[src/rtl/mpp_pkg.sv]
package mpp_pkg;

   typedef enum logic [1:0] {
      MODE_4PH = 2'd0,
      MODE_3PH = 2'd1,
      MODE_2PH = 2'd2
   } ph_mode_e;

   function automatic logic [2:0] mode_count(ph_mode_e m);
      case (m)
         MODE_2PH: return 3'd2;
         MODE_3PH: return 3'd3;
         default:  return 3'd4;
      endcase
   endfunction

   // last strap high means fewer than four phases; the one before it
   // then tells two from three
   function automatic ph_mode_e decode_straps(logic hi_last, logic hi_prev);
      if (!hi_last)     return MODE_4PH;
      else if (hi_prev) return MODE_2PH;
      else              return MODE_3PH;
   endfunction

endpackage

[src/rtl/mpp_phase_detect.sv]
module mpp_phase_detect
   import mpp_pkg::*;
#(
   parameter int MAX_PH = 4
) (
   input  logic              clk,
   input  logic              rst_n,
   input  logic [MAX_PH-1:0] strap_i,
   output ph_mode_e          mode_o,
   output logic [2:0]        count_o,
   output logic              ready_o
);

   ph_mode_e mode_q;
   logic     ready_q;

   always_ff @(posedge clk) begin
      if (!rst_n) begin
         mode_q  <= MODE_4PH;
         ready_q <= 1'b0;
      end else if (!ready_q) begin
         mode_q  <= decode_straps(strap_i[MAX_PH-1], strap_i[MAX_PH-2]);
         ready_q <= 1'b1;
      end
   end

   assign mode_o  = mode_q;
   assign ready_o = ready_q;
   assign count_o = mode_count(mode_q);

   assert_mode_frozen_R2: assert property (@(posedge clk) disable iff (!rst_n)
      ready_q |=> (ready_q && $stable(mode_q)));

endmodule

[src/rtl/mpp_period_ctr.sv]
module mpp_period_ctr #(
   parameter int CNT_W  = 10,
   parameter int PERIOD = 120
) (
   input  logic             clk,
   input  logic             rst_n,
   input  logic             run_i,
   output logic [CNT_W-1:0] cnt_o
);

   localparam logic [CNT_W-1:0] LAST = CNT_W'(PERIOD - 1);

   logic [CNT_W-1:0] cnt_q;

   always_ff @(posedge clk) begin
      if (!rst_n || !run_i) cnt_q <= '0;
      else if (cnt_q == LAST) cnt_q <= '0;
      else                    cnt_q <= cnt_q + 1'b1;
   end

   assign cnt_o = cnt_q;

   assert_cnt_in_period_R4: assert property (@(posedge clk) disable iff (!rst_n)
      cnt_q <= LAST);

endmodule

[src/rtl/mpp_balance.sv]
module mpp_balance #(
   parameter int MAX_PH    = 4,
   parameter int CUR_W     = 8,
   parameter int BAL_SHIFT = 0,
   localparam int SUM_W    = CUR_W + 2,
   localparam int CORR_W   = CUR_W + 3
) (
   input  logic [MAX_PH*CUR_W-1:0]  isense_i,
   input  logic [2:0]               count_i,
   output logic [MAX_PH*CORR_W-1:0] corr_o
);

   logic [SUM_W-1:0] sum;
   logic [SUM_W-1:0] mean;

   // only channels below the phase count contribute to the mean
   always_comb begin
      sum = '0;
      for (int k = 0; k < MAX_PH; k++) begin
         if (3'(k) < count_i) sum = sum + SUM_W'(isense_i[k*CUR_W +: CUR_W]);
      end
   end

   always_comb begin
      case (count_i)
         3'd2:    mean = sum >> 1;
         3'd3:    mean = sum / SUM_W'(3);
         default: mean = sum >> 2;
      endcase
   end

   for (genvar g = 0; g < MAX_PH; g++) begin : g_corr
      logic signed [CORR_W-1:0] diff;
      assign diff = $signed({3'b000, isense_i[g*CUR_W +: CUR_W]})
                  - $signed({1'b0, mean});
      assign corr_o[g*CORR_W +: CORR_W] = diff >>> BAL_SHIFT;
   end

endmodule

[src/rtl/mpp_channel.sv]
module mpp_channel #(
   parameter int IDX     = 0,
   parameter int CNT_W   = 10,
   parameter int PERIOD  = 120,
   parameter int CORR_W  = 11,
   parameter int SMP_DLY = 40
) (
   input  logic                     clk,
   input  logic                     rst_n,
   input  logic                     enable_i,
   input  logic                     ready_i,
   input  logic [2:0]               count_i,
   input  logic [CNT_W-1:0]         cnt_i,
   input  logic [CNT_W-1:0]         demand_i,
   input  logic signed [CORR_W-1:0] corr_i,
   output logic                     pwm_o,
   output logic                     oe_o,
   output logic                     smp_o
);

   localparam int TW = ((CNT_W > CORR_W) ? CNT_W : CORR_W) + 2;
   localparam logic [CNT_W-1:0] OFF2 = CNT_W'(((IDX * PERIOD) / 2) % PERIOD);
   localparam logic [CNT_W-1:0] OFF3 = CNT_W'(((IDX * PERIOD) / 3) % PERIOD);
   localparam logic [CNT_W-1:0] OFF4 = CNT_W'(((IDX * PERIOD) / 4) % PERIOD);
   localparam logic [CNT_W-1:0] PER  = CNT_W'(PERIOD);
   localparam logic [CNT_W-1:0] DMAX = CNT_W'(PERIOD - 2);
   localparam logic signed [TW-1:0] DMAX_S = TW'(PERIOD - 2);

   logic             act;
   logic             go;
   logic [CNT_W-1:0] off;
   logic [CNT_W-1:0] loc;
   logic signed [TW-1:0] tgt;
   logic [CNT_W-1:0] duty_new;
   logic [CNT_W-1:0] duty_q;
   logic [CNT_W-1:0] duty_eff;
   logic [CNT_W-1:0] tmr_q;
   logic             pwm_q;
   logic             oe_q;
   logic             smp_q;

   assign act = (3'(IDX) < count_i);
   assign go  = ready_i && enable_i && act;

   always_comb begin
      case (count_i)
         3'd2:    off = OFF2;
         3'd3:    off = OFF3;
         default: off = OFF4;
      endcase
   end

   // position of this channel inside its own switching period
   always_comb begin
      if (cnt_i >= off) loc = cnt_i - off;
      else              loc = cnt_i + (PER - off);
   end

   // demand minus the balance term, clamped to keep an off-time
   always_comb begin
      tgt = $signed({{(TW-CNT_W){1'b0}}, demand_i}) - TW'(corr_i);
      if (tgt < 0)           duty_new = '0;
      else if (tgt > DMAX_S) duty_new = DMAX;
      else                   duty_new = tgt[CNT_W-1:0];
   end

   assign duty_eff = (loc == '0) ? duty_new : duty_q;

   always_ff @(posedge clk) begin
      if (!rst_n) begin
         duty_q <= '0;
         pwm_q  <= 1'b0;
         oe_q   <= 1'b0;
         tmr_q  <= '0;
         smp_q  <= 1'b0;
      end else begin
         if (ready_i && loc == '0) duty_q <= duty_eff;
         pwm_q <= go && (loc < duty_eff);
         oe_q  <= go;
         if (!go)                  tmr_q <= '0;
         else if (loc == duty_eff) tmr_q <= CNT_W'(SMP_DLY);
         else if (tmr_q != '0)     tmr_q <= tmr_q - 1'b1;
         smp_q <= go && (tmr_q == CNT_W'(1));
      end
   end

   assign pwm_o = pwm_q;
   assign oe_o  = oe_q;
   assign smp_o = smp_q;

   assert_duty_clamped_R7: assert property (@(posedge clk) disable iff (!rst_n)
      duty_q <= DMAX);
   assert_pwm_needs_oe_R10: assert property (@(posedge clk) disable iff (!rst_n)
      pwm_q |-> oe_q);
   assert_off_when_disabled_R8: assert property (@(posedge clk) disable iff (!rst_n)
      !enable_i |=> (!oe_q && !pwm_q));
   assert_idle_channel_R3: assert property (@(posedge clk) disable iff (!rst_n)
      (ready_i && !act) |=> !oe_q);
   assert_strobe_single_R9: assert property (@(posedge clk) disable iff (!rst_n)
      smp_q |=> !smp_q);

endmodule

[src/rtl/mphase_pwm.sv]
module mphase_pwm
   import mpp_pkg::*;
#(
   parameter int CNT_W     = 10,
   parameter int PERIOD    = 120,
   parameter int MAX_PH    = 4,
   parameter int CUR_W     = 8,
   parameter int BAL_SHIFT = 0
) (
   input  logic                    clk,
   input  logic                    rst_n,
   input  logic                    enable,
   input  logic [CNT_W-1:0]        demand,
   input  logic [MAX_PH*CUR_W-1:0] isense,
   input  logic [MAX_PH-1:0]       strap,
   output logic [MAX_PH-1:0]       pwm,
   output logic [MAX_PH-1:0]       pwm_oe,
   output logic [MAX_PH-1:0]       smp_stb
);

   localparam int CORR_W  = CUR_W + 3;
   localparam int SMP_DLY = PERIOD / 3;

   if (PERIOD > (1 << CNT_W)) begin : g_chk_period
      $error("PERIOD does not fit the period counter");
   end
   if (PERIOD < 12) begin : g_chk_min
      $error("PERIOD too short for sampling delay");
   end
   if (MAX_PH != 4) begin : g_chk_ph
      $error("strap decoding expects four channels");
   end

   ph_mode_e                 mode;
   logic [2:0]               count;
   logic                     ready;
   logic [CNT_W-1:0]         cnt;
   logic [MAX_PH*CORR_W-1:0] corr;

   mpp_phase_detect #(.MAX_PH(MAX_PH)) u_detect (
      .clk     (clk),
      .rst_n   (rst_n),
      .strap_i (strap),
      .mode_o  (mode),
      .count_o (count),
      .ready_o (ready)
   );

   mpp_period_ctr #(.CNT_W(CNT_W), .PERIOD(PERIOD)) u_ctr (
      .clk   (clk),
      .rst_n (rst_n),
      .run_i (ready),
      .cnt_o (cnt)
   );

   mpp_balance #(.MAX_PH(MAX_PH), .CUR_W(CUR_W), .BAL_SHIFT(BAL_SHIFT)) u_bal (
      .isense_i (isense),
      .count_i  (count),
      .corr_o   (corr)
   );

   for (genvar g = 0; g < MAX_PH; g++) begin : g_ch
      mpp_channel #(
         .IDX     (g),
         .CNT_W   (CNT_W),
         .PERIOD  (PERIOD),
         .CORR_W  (CORR_W),
         .SMP_DLY (SMP_DLY)
      ) u_ch (
         .clk      (clk),
         .rst_n    (rst_n),
         .enable_i (enable),
         .ready_i  (ready),
         .count_i  (count),
         .cnt_i    (cnt),
         .demand_i (demand),
         .corr_i   ($signed(corr[g*CORR_W +: CORR_W])),
         .pwm_o    (pwm[g]),
         .oe_o     (pwm_oe[g]),
         .smp_o    (smp_stb[g])
      );
   end

   assert_reset_quiet_R1: assert property (@(posedge clk)
      !rst_n |=> (pwm_oe == '0 && pwm == '0 && smp_stb == '0));

endmodule

[config.mk]
export PLATFORM = sky130hd
export DESIGN_NAME = mphase_pwm
export DESIGN_NICKNAME = d
export VERILOG_FILES = /design/src/rtl/mpp_pkg.sv /design/src/rtl/mpp_phase_detect.sv /design/src/rtl/mpp_period_ctr.sv /design/src/rtl/mpp_balance.sv /design/src/rtl/mpp_channel.sv /design/src/rtl/mphase_pwm.sv
export SDC_FILE = /design/constraint.sdc
export NUM_CORES = 1
export LEC_CHECK = 0
export ABC_AREA = 1
export BUFFER_PORTS_ARGS = -buffer_cell sky130_fd_sc_hd__buf_4
export CORE_MARGIN = 5
export CORE_UTILIZATION = 64
export DETAILED_ROUTE_END_ITERATION = 16
export GPL_TIMING_DRIVEN = 1
export PLACE_DENSITY_LB_ADDON = 0.12
export SLEW_MARGIN = 30
export SYNTH_ARGS = -nofsm -noshare
export SYNTH_HDL_FRONTEND = slang
export SYNTH_SLANG_ARGS = --single-unit
export TNS_END_PERCENT = 10
[constraint.sdc]
create_clock -name clk -period 14.65 [get_ports clk]
set_clock_uncertainty 0.2 [all_clocks]
set_input_delay 0.7325 -clock clk [delete_from_list [all_inputs] [get_ports clk]]
set_output_delay 0.7325 -clock clk [all_outputs]
set_load 0.02 [all_outputs]
# == Yosys cells after proc, flatten, opt, wreduce, memory -nomap -nowiden ==
# Index checks and enable logic that the tools add are counted.
# word_totals
out_inout_bits,12
in_bits,49
regBits,105
word_cells,169
# classes
addsub,26
n_div,1
mux,36
reduce_logical,41
magnitude_cmp,20
n_eq_ne,13
n_bitwise,5
# op_table
cell,count
10-bit 2-to-1 mux,19
"12-bit by 8-bit greater-than comparator with 1-bit output, second input constant",4
"12-bit by 1-bit < comparator with 1-bit output, second input constant",4
6-bit 2-to-1 mux,8
11-bit by 11-bit subtractor with 12-bit output,4
8-bit by 10-bit subtractor with 11-bit output,4
"10-bit by 1-bit == test with 1-bit output, second input constant",4
10-bit == test,4
10-bit zero test,4
10-bit < comparator,4
10-bit nonzero test,4
"10-bit by 1-bit subtractor with 10-bit output, second input constant",4
10-bit adder,3
7-bit case mux with 2 select lines,2
10-bit by 8-bit adder with 10-bit output,2
10-bit by 7-bit greater-or-equal comparator with 1-bit output,2
10-bit case mux with 2 select lines,1
10-bit by 7-bit subtractor with 10-bit output,2
1-bit logical AND,17
"7-bit by 7-bit subtractor with 8-bit output, first input constant",2
6-bit case mux with 2 select lines,1
3-bit OR reduction,4
"10-bit by 1-bit adder with 10-bit output, second input constant",1
"10-bit by 7-bit adder with 10-bit output, second input constant",1
other kinds (22),37

# == Longest topological paths before layout ==
# depth
word_depth,20
depth_mapped,89
mapped_depth_nobuf,89

# == By module ==
# Synthesis repeated with hierarchy kept, for this count alone.
# unflattened
cells_unflattened,2575
area_unflattened_um2,15681.3
# by_module_without_submodules
mod,instances,area_per_inst_um2,cells_each,seq_area_each_um2
mpp_channel at g_ch[3].u_ch,1,3350.7,563,460.4
mpp_balance,1,3301.9,559,0.0
mpp_channel at g_ch[2].u_ch,1,3299.4,556,460.4
mpp_channel at g_ch[1].u_ch,1,3111.7,506,460.4
mpp_channel at g_ch[0].u_ch,1,2043.2,316,460.4
mpp_period_ctr,1,455.4,60,200.2
mpp_phase_detect,1,118.9,15,60.1

# == Least setup slack after synthesis ==
# No wires, ideal clock.
# synth_path
kind,input port to flip-flop
startpoint,input port isense[2]
endpoint,register g_ch[3].u_ch.tmr_q[8]
t_required_ns,14.334
t_arrival_ns,10.345
slack_ns,3.990
path_buffers,0
stages,79
setup_ns,0.116
path_cell_list,ha_1 > or2_1 > nand3_1 > nand2_1 > nand2_1 > nand2_1 > xor2_1 > inv_1 > ha_1 > nand2_1 > nand2_1 > a31oi_1 > xor2_1 > nand2_1 > nand2_1 > inv_1 > ha_1 > nand2_1 > (+43 left out) > nor2_1 > o21bai_1 > xnor2_1 > ha_1 > a21oi_1 > o21ai_0 > or2_2 > a2111oi_0 > nand3_1 > nor3b_1 > a22oi_1 > ha_1 > nand2_1 > nor3_1 > nand3_1 > nand2_1 > or2_2 > nor2_1
# synth_between
elab_chain_cells,17
elab_cells_between_ends,18
cone_classes,add/sub: 5; div: 1; order compare: 2; eq/ne: 1; mux: 8; reduce/logical: 1
# synth_rtl
item,line_no,source
from (decl),mphase_pwm.sv:14,"input logic [MAX_PH*CUR_W-1:0] isense,"
8-bit 2-to-1 mux *,mpp_balance.sv:20,if (3'(k) < count_i) sum = sum + SUM_W'(isense_i[k*CUR_W +: CUR_W]);
8-bit by 8-bit adder with 9-bit output,mpp_balance.sv:20,
10-bit 2-to-1 mux *,mpp_balance.sv:20,
10-bit by 8-bit adder with 10-bit output,mpp_balance.sv:20,
10-bit 2-to-1 mux *,mpp_balance.sv:20,
10-bit by 8-bit adder with 10-bit output,mpp_balance.sv:20,
10-bit 2-to-1 mux *,mpp_balance.sv:20,
10-bit by 2-bit divider with 10-bit output,mpp_balance.sv:27,3'd3: mean = sum / SUM_W'(3);
10-bit case mux with 2 select lines *,mpp_balance.sv:25,case (count_i)
8-bit by 10-bit subtractor with 11-bit output *,mpp_balance.sv:35,"- $signed({1'b0, mean});"
11-bit by 11-bit subtractor with 12-bit output *,mpp_channel.sv:61,"tgt = $signed({{(TW-CNT_W){1'b0}}, demand_i}) - TW'(corr_i);"
12-bit by 8-bit greater-than comparator with 1-bit output,mpp_channel.sv:63,else if (tgt > DMAX_S) duty_new = DMAX;
10-bit 2-to-1 mux,mpp_channel.sv:63,
10-bit 2-to-1 mux *,mpp_channel.sv:62,if (tgt < 0) duty_new = '0;
10-bit 2-to-1 mux *,mpp_channel.sv:67,assign duty_eff = (loc == '0) ? duty_new : duty_q;
10-bit == test *,mpp_channel.sv:81,else if (loc == duty_eff) tmr_q <= CNT_W'(SMP_DLY);
3-bit OR reduction (no source line) *,n/a,
to (signal assigned),mpp_channel.sv:81,
to (signal assigned),mpp_channel.sv:82,else if (tmr_q != '0) tmr_q <= tmr_q - 1'b1;
to (decl),mpp_channel.sv:37,logic [CNT_W-1:0] tmr_q;
# Mark *: on every way between the ends. The rest lies on a longest branch, timed or not.
# A chain may end at the register's enable or synchronous reset.

# == Worst setup path after layout ==
# Ends and elaborated chain as after synthesis.

==> impl_results.md <==
* Clk sinks at 104
* Hold_ws at 0.2416 ns
* Post-Synthesis Cells at around 1800
* Slew @ Worst Pin at between 0.8 and 0.9 ns
* Root Driver: clkbuf_16
* Clk buf depth at 2
* Synthesized flop and latch total at 104
* Maximum VDD drop at 0.0002144 V
* Clk pwr share at 0.074
* Initial antenna violation count at 1
* Synth Warn # at 0
* Multi-input gate area at around 0.0090 mm²
* Switching Share at 0.5629
* Largest cells by area after synthesis: ha_1 19%, dfxtp_1 17%, nand2_1 10%
* Reg power frac at 0.107
* Slew margin rel. at 0.4266
* Post-CTS sizing at 0
* Max FO, Critical Path at 7
* Hold Path Class: register to register
* Vias in the first global route at 11340
* Status: finished clean
* Reg area at ~0.0021 mm²
* Postcts setup bufs at 0
* Final wirelength at 31.93 mm
* Startpoint Class: input port
* Capture point of the worst path: g_ch[3].u_ch.tmr_q[8]
* Main flop type after synthesis: dfxtp_1
* Final hold viol count at 0
* GR Overflow Total at 0
* First-pass GRT wire length at approximately 52 mm
* Setup total negative slack at 0 ns
* Maximum number of pins on one net before global-route repair at 40
* CP most frequent cell: nand2_1
* P&R area growth vs syn at 7.438%
* Drt wl/cell at between 10 and 15 µm
* DP HPWL at ~26 mm
* Seq/Total Area, Yosys at 0.1693
* R2R cell count at between 60 and 70
* Drt pass-1 iters at 7
* Syn Nets at ~2100
* Chip Width at roughly 150 µm
* Cell Area, Synth at ~0.012 mm²
* Worst-path clk slew at roughly 0.070 ns
* Reg-to-reg slack, setup at around 2.9 ns
* Critical-path top delay cell: a2111oi_0
* I/O pin total at just over 60
* Unique masters post-synth at 51
* Syn_area_per_cell at 6.690 µm²
* Most frequent cells in the layout: 327 x nand2_1, 282 x inv_1, 185 x ha_1, 183 x nor2_1, 156 x a21oi_1
* WP data required at 14.70 ns
* Row cnt at 50
* FF-to-FF Start: u_detect.mode_o[0]
* CTS tree: done
* Via density at between 5 and 6
* Port Buf Inserts at 58
* Most common cell after layout, fill and taps aside: nand2_1
* GP Congestion at 0.9520
* Crit path DAT at about 12 ns
* CP Launch Point: isense[2]
* Starting Density at 0.6530
* Switching pwr at 1.789 mW
* Final setup viols at 0
* DR vias at about 12000
* Htree depth at 3
* Final nets at around 2100
* Worst-Skew Late Latency at between 0.3 and 0.4 ns
* Drc violations at 0
* Die height at around 150 µm
* Crit path kind: input port to register
* Num CTS Buffers at 9
* FFs w/ async S/R, synth at 0
* Tot GR Track Use at 0.2886
* F_max at approximately 81 MHz
* Min Clock Period, post-route at ~12 ns
* Cell taking the most area after synthesis: ha_1
* EDFF count, synth at 0
* Worst r2r dst: g_ch[3].u_ch.tmr_q[8]
* Critical Path Sink Type: register
* Die footprint at roughly 0.022 mm²
* Maxcap violations at 0
* # diodes at 0
* Hold buffers post-CTS at 0
* Share of cells above drive strength 1 at 0.07325
* RSZ-0062 raised after global routing: no
* Fin crit share at 0.8388
* Power share of the combinational group at 0.819
* First DRT Iteration DRCs at about 690
* Fillers at roughly 1700
* CP peak stage delay at 0.41 ns
* Yosys top cell area share at 0.1882
* PwrDens at 240.6 mW/mm²
* DRT antenna net count at 0
* CORE AREA at between 0.015 and 0.02 mm²
* LEAKAGE at about 6.7 nW
* Int Pwr at 1.390 mW
* Slew Limit Fails at 0
flip-flops by register name, indices dropped and copies added, names as in the netlist:
signal,cells
g_ch.u_ch.pwm_o,4
g_ch.u_ch.tmr_q,40
u_detect.ready_o,1
u_detect.mode_o,2
g_ch.u_ch.duty_q,40
g_ch.u_ch.oe_o,3
u_ctr.cnt_o,10
g_ch.u_ch.smp_o,4
layout make-up:
cell class / count / area share
multi-input cells: 1414 / 0.6795
flip-flops and latches: 104 / 0.1576
inverters: 290 / 0.08239
repair buffers: 60 / 0.03409
well taps: 260 / 0.02462
clock buffers: 10 / 0.01809
clock inverters: 6 / 0.003694
worst max-delay path: cells and delay by family:
kind                     cells  cell delay (ns)
AND/OR/NAND/NOR             40             4.96
adder cells (fa/ha/maj)      9             2.78
AO/OA/AOI/OAI               16             2.55
buffers and inverters       12             0.85
XOR/XNOR                     3             0.44
stage by stage:
stage / utilization / power (mW) / setup slack, ns / instance area (µm²) / instances
final: 0.7016 / 3.179 / 2.362 / 13210 / 2144
after global routing: 0.7016 / 3.548 / 1.233 / 13210 / 2144
after CTS: 0.7015 / 3.159 / 2.497 / 13210 / 2144
after detailed placement: 0.6862 / 2.910 / 2.157 / 12920 / 2128
after global placement: 0.6858 / 2.840 / 2.381 / 12910 / 2128
after floorplan: - / 2.391 / 3.990 / 12300 / 1838
worst min-delay path by stage:
stage | start | end | depth (start not counted)
final | g_ch[2].u_ch.duty_q[9] | g_ch[2].u_ch.duty_q[9] | 2
after CTS | g_ch[2].u_ch.duty_q[9] | g_ch[2].u_ch.duty_q[9] | 2
after floorplan | g_ch[2].u_ch.duty_q[9] | g_ch[2].u_ch.duty_q[9] | 2
after global placement | g_ch[2].u_ch.duty_q[9] | g_ch[2].u_ch.duty_q[9] | 2
after detailed placement | g_ch[2].u_ch.duty_q[9] | g_ch[2].u_ch.duty_q[9] | 2
after global routing | g_ch[3].u_ch.duty_q[9] | g_ch[3].u_ch.duty_q[9] | 2
cell usage after synthesis (5+ instances only):
cell,instances
nor3_1,36
buf_4,12
nor4_1,14
o21a_1,5
nand4_1,21
nand2_1,327
o21ai_0,94
xor2_1,84
nor2_1,184
ha_1,185
inv_1,282
clkbuf_1,18
dfxtp_1,104
nand3_1,93
nand2_2,15
a21oi_1,156
o21ai_1,5
a211oi_1,7
o21bai_1,22
a22oi_1,23
nor3b_1,6
xnor2_1,29
inv_2,5
fa_1,16
a2111oi_0,9
a31oi_1,13
or2_2,20
routing by layer:
metal | wire (µm) | track usage | part of all wire | vias up
met4 | 1495 | 0.1400 | 0.047 | 2
met1 | 14120 | 0.3687 | 0.44 | 5444
met5 | 13 | 0 | 0.00041 | -
li1 | - | - | - | 6172
met2 | 14760 | 0.4862 | 0.46 | 341
met3 | 1537 | 0.03077 | 0.048 | 83
power by group through the flow:
stage	clock network [mW]	logic (mW)	registers (mW)
final	0.235	2.60	0.342
after global routing	0.251	2.95	0.346
after CTS	0.238	2.58	0.342
after detailed placement	0	2.56	0.347
after global placement	0	2.49	0.346
after floorplan	0	2.05	0.341
logic make-up after synthesis:
| logic type | share of synthesized area |
|---|---|
| and+or+nand+nor | 0.2603 |
| AOI/OAI and AO/OA | 0.1710 |
| buffers and inverters | 0.1013 |
| adders and majority gates | 0.2143 |
| xor gates and xnor gates | 0.08048 |
| DFF | 0.1693 |
| muxes | 0.003256 |
(Power assumes the default switching activity.)
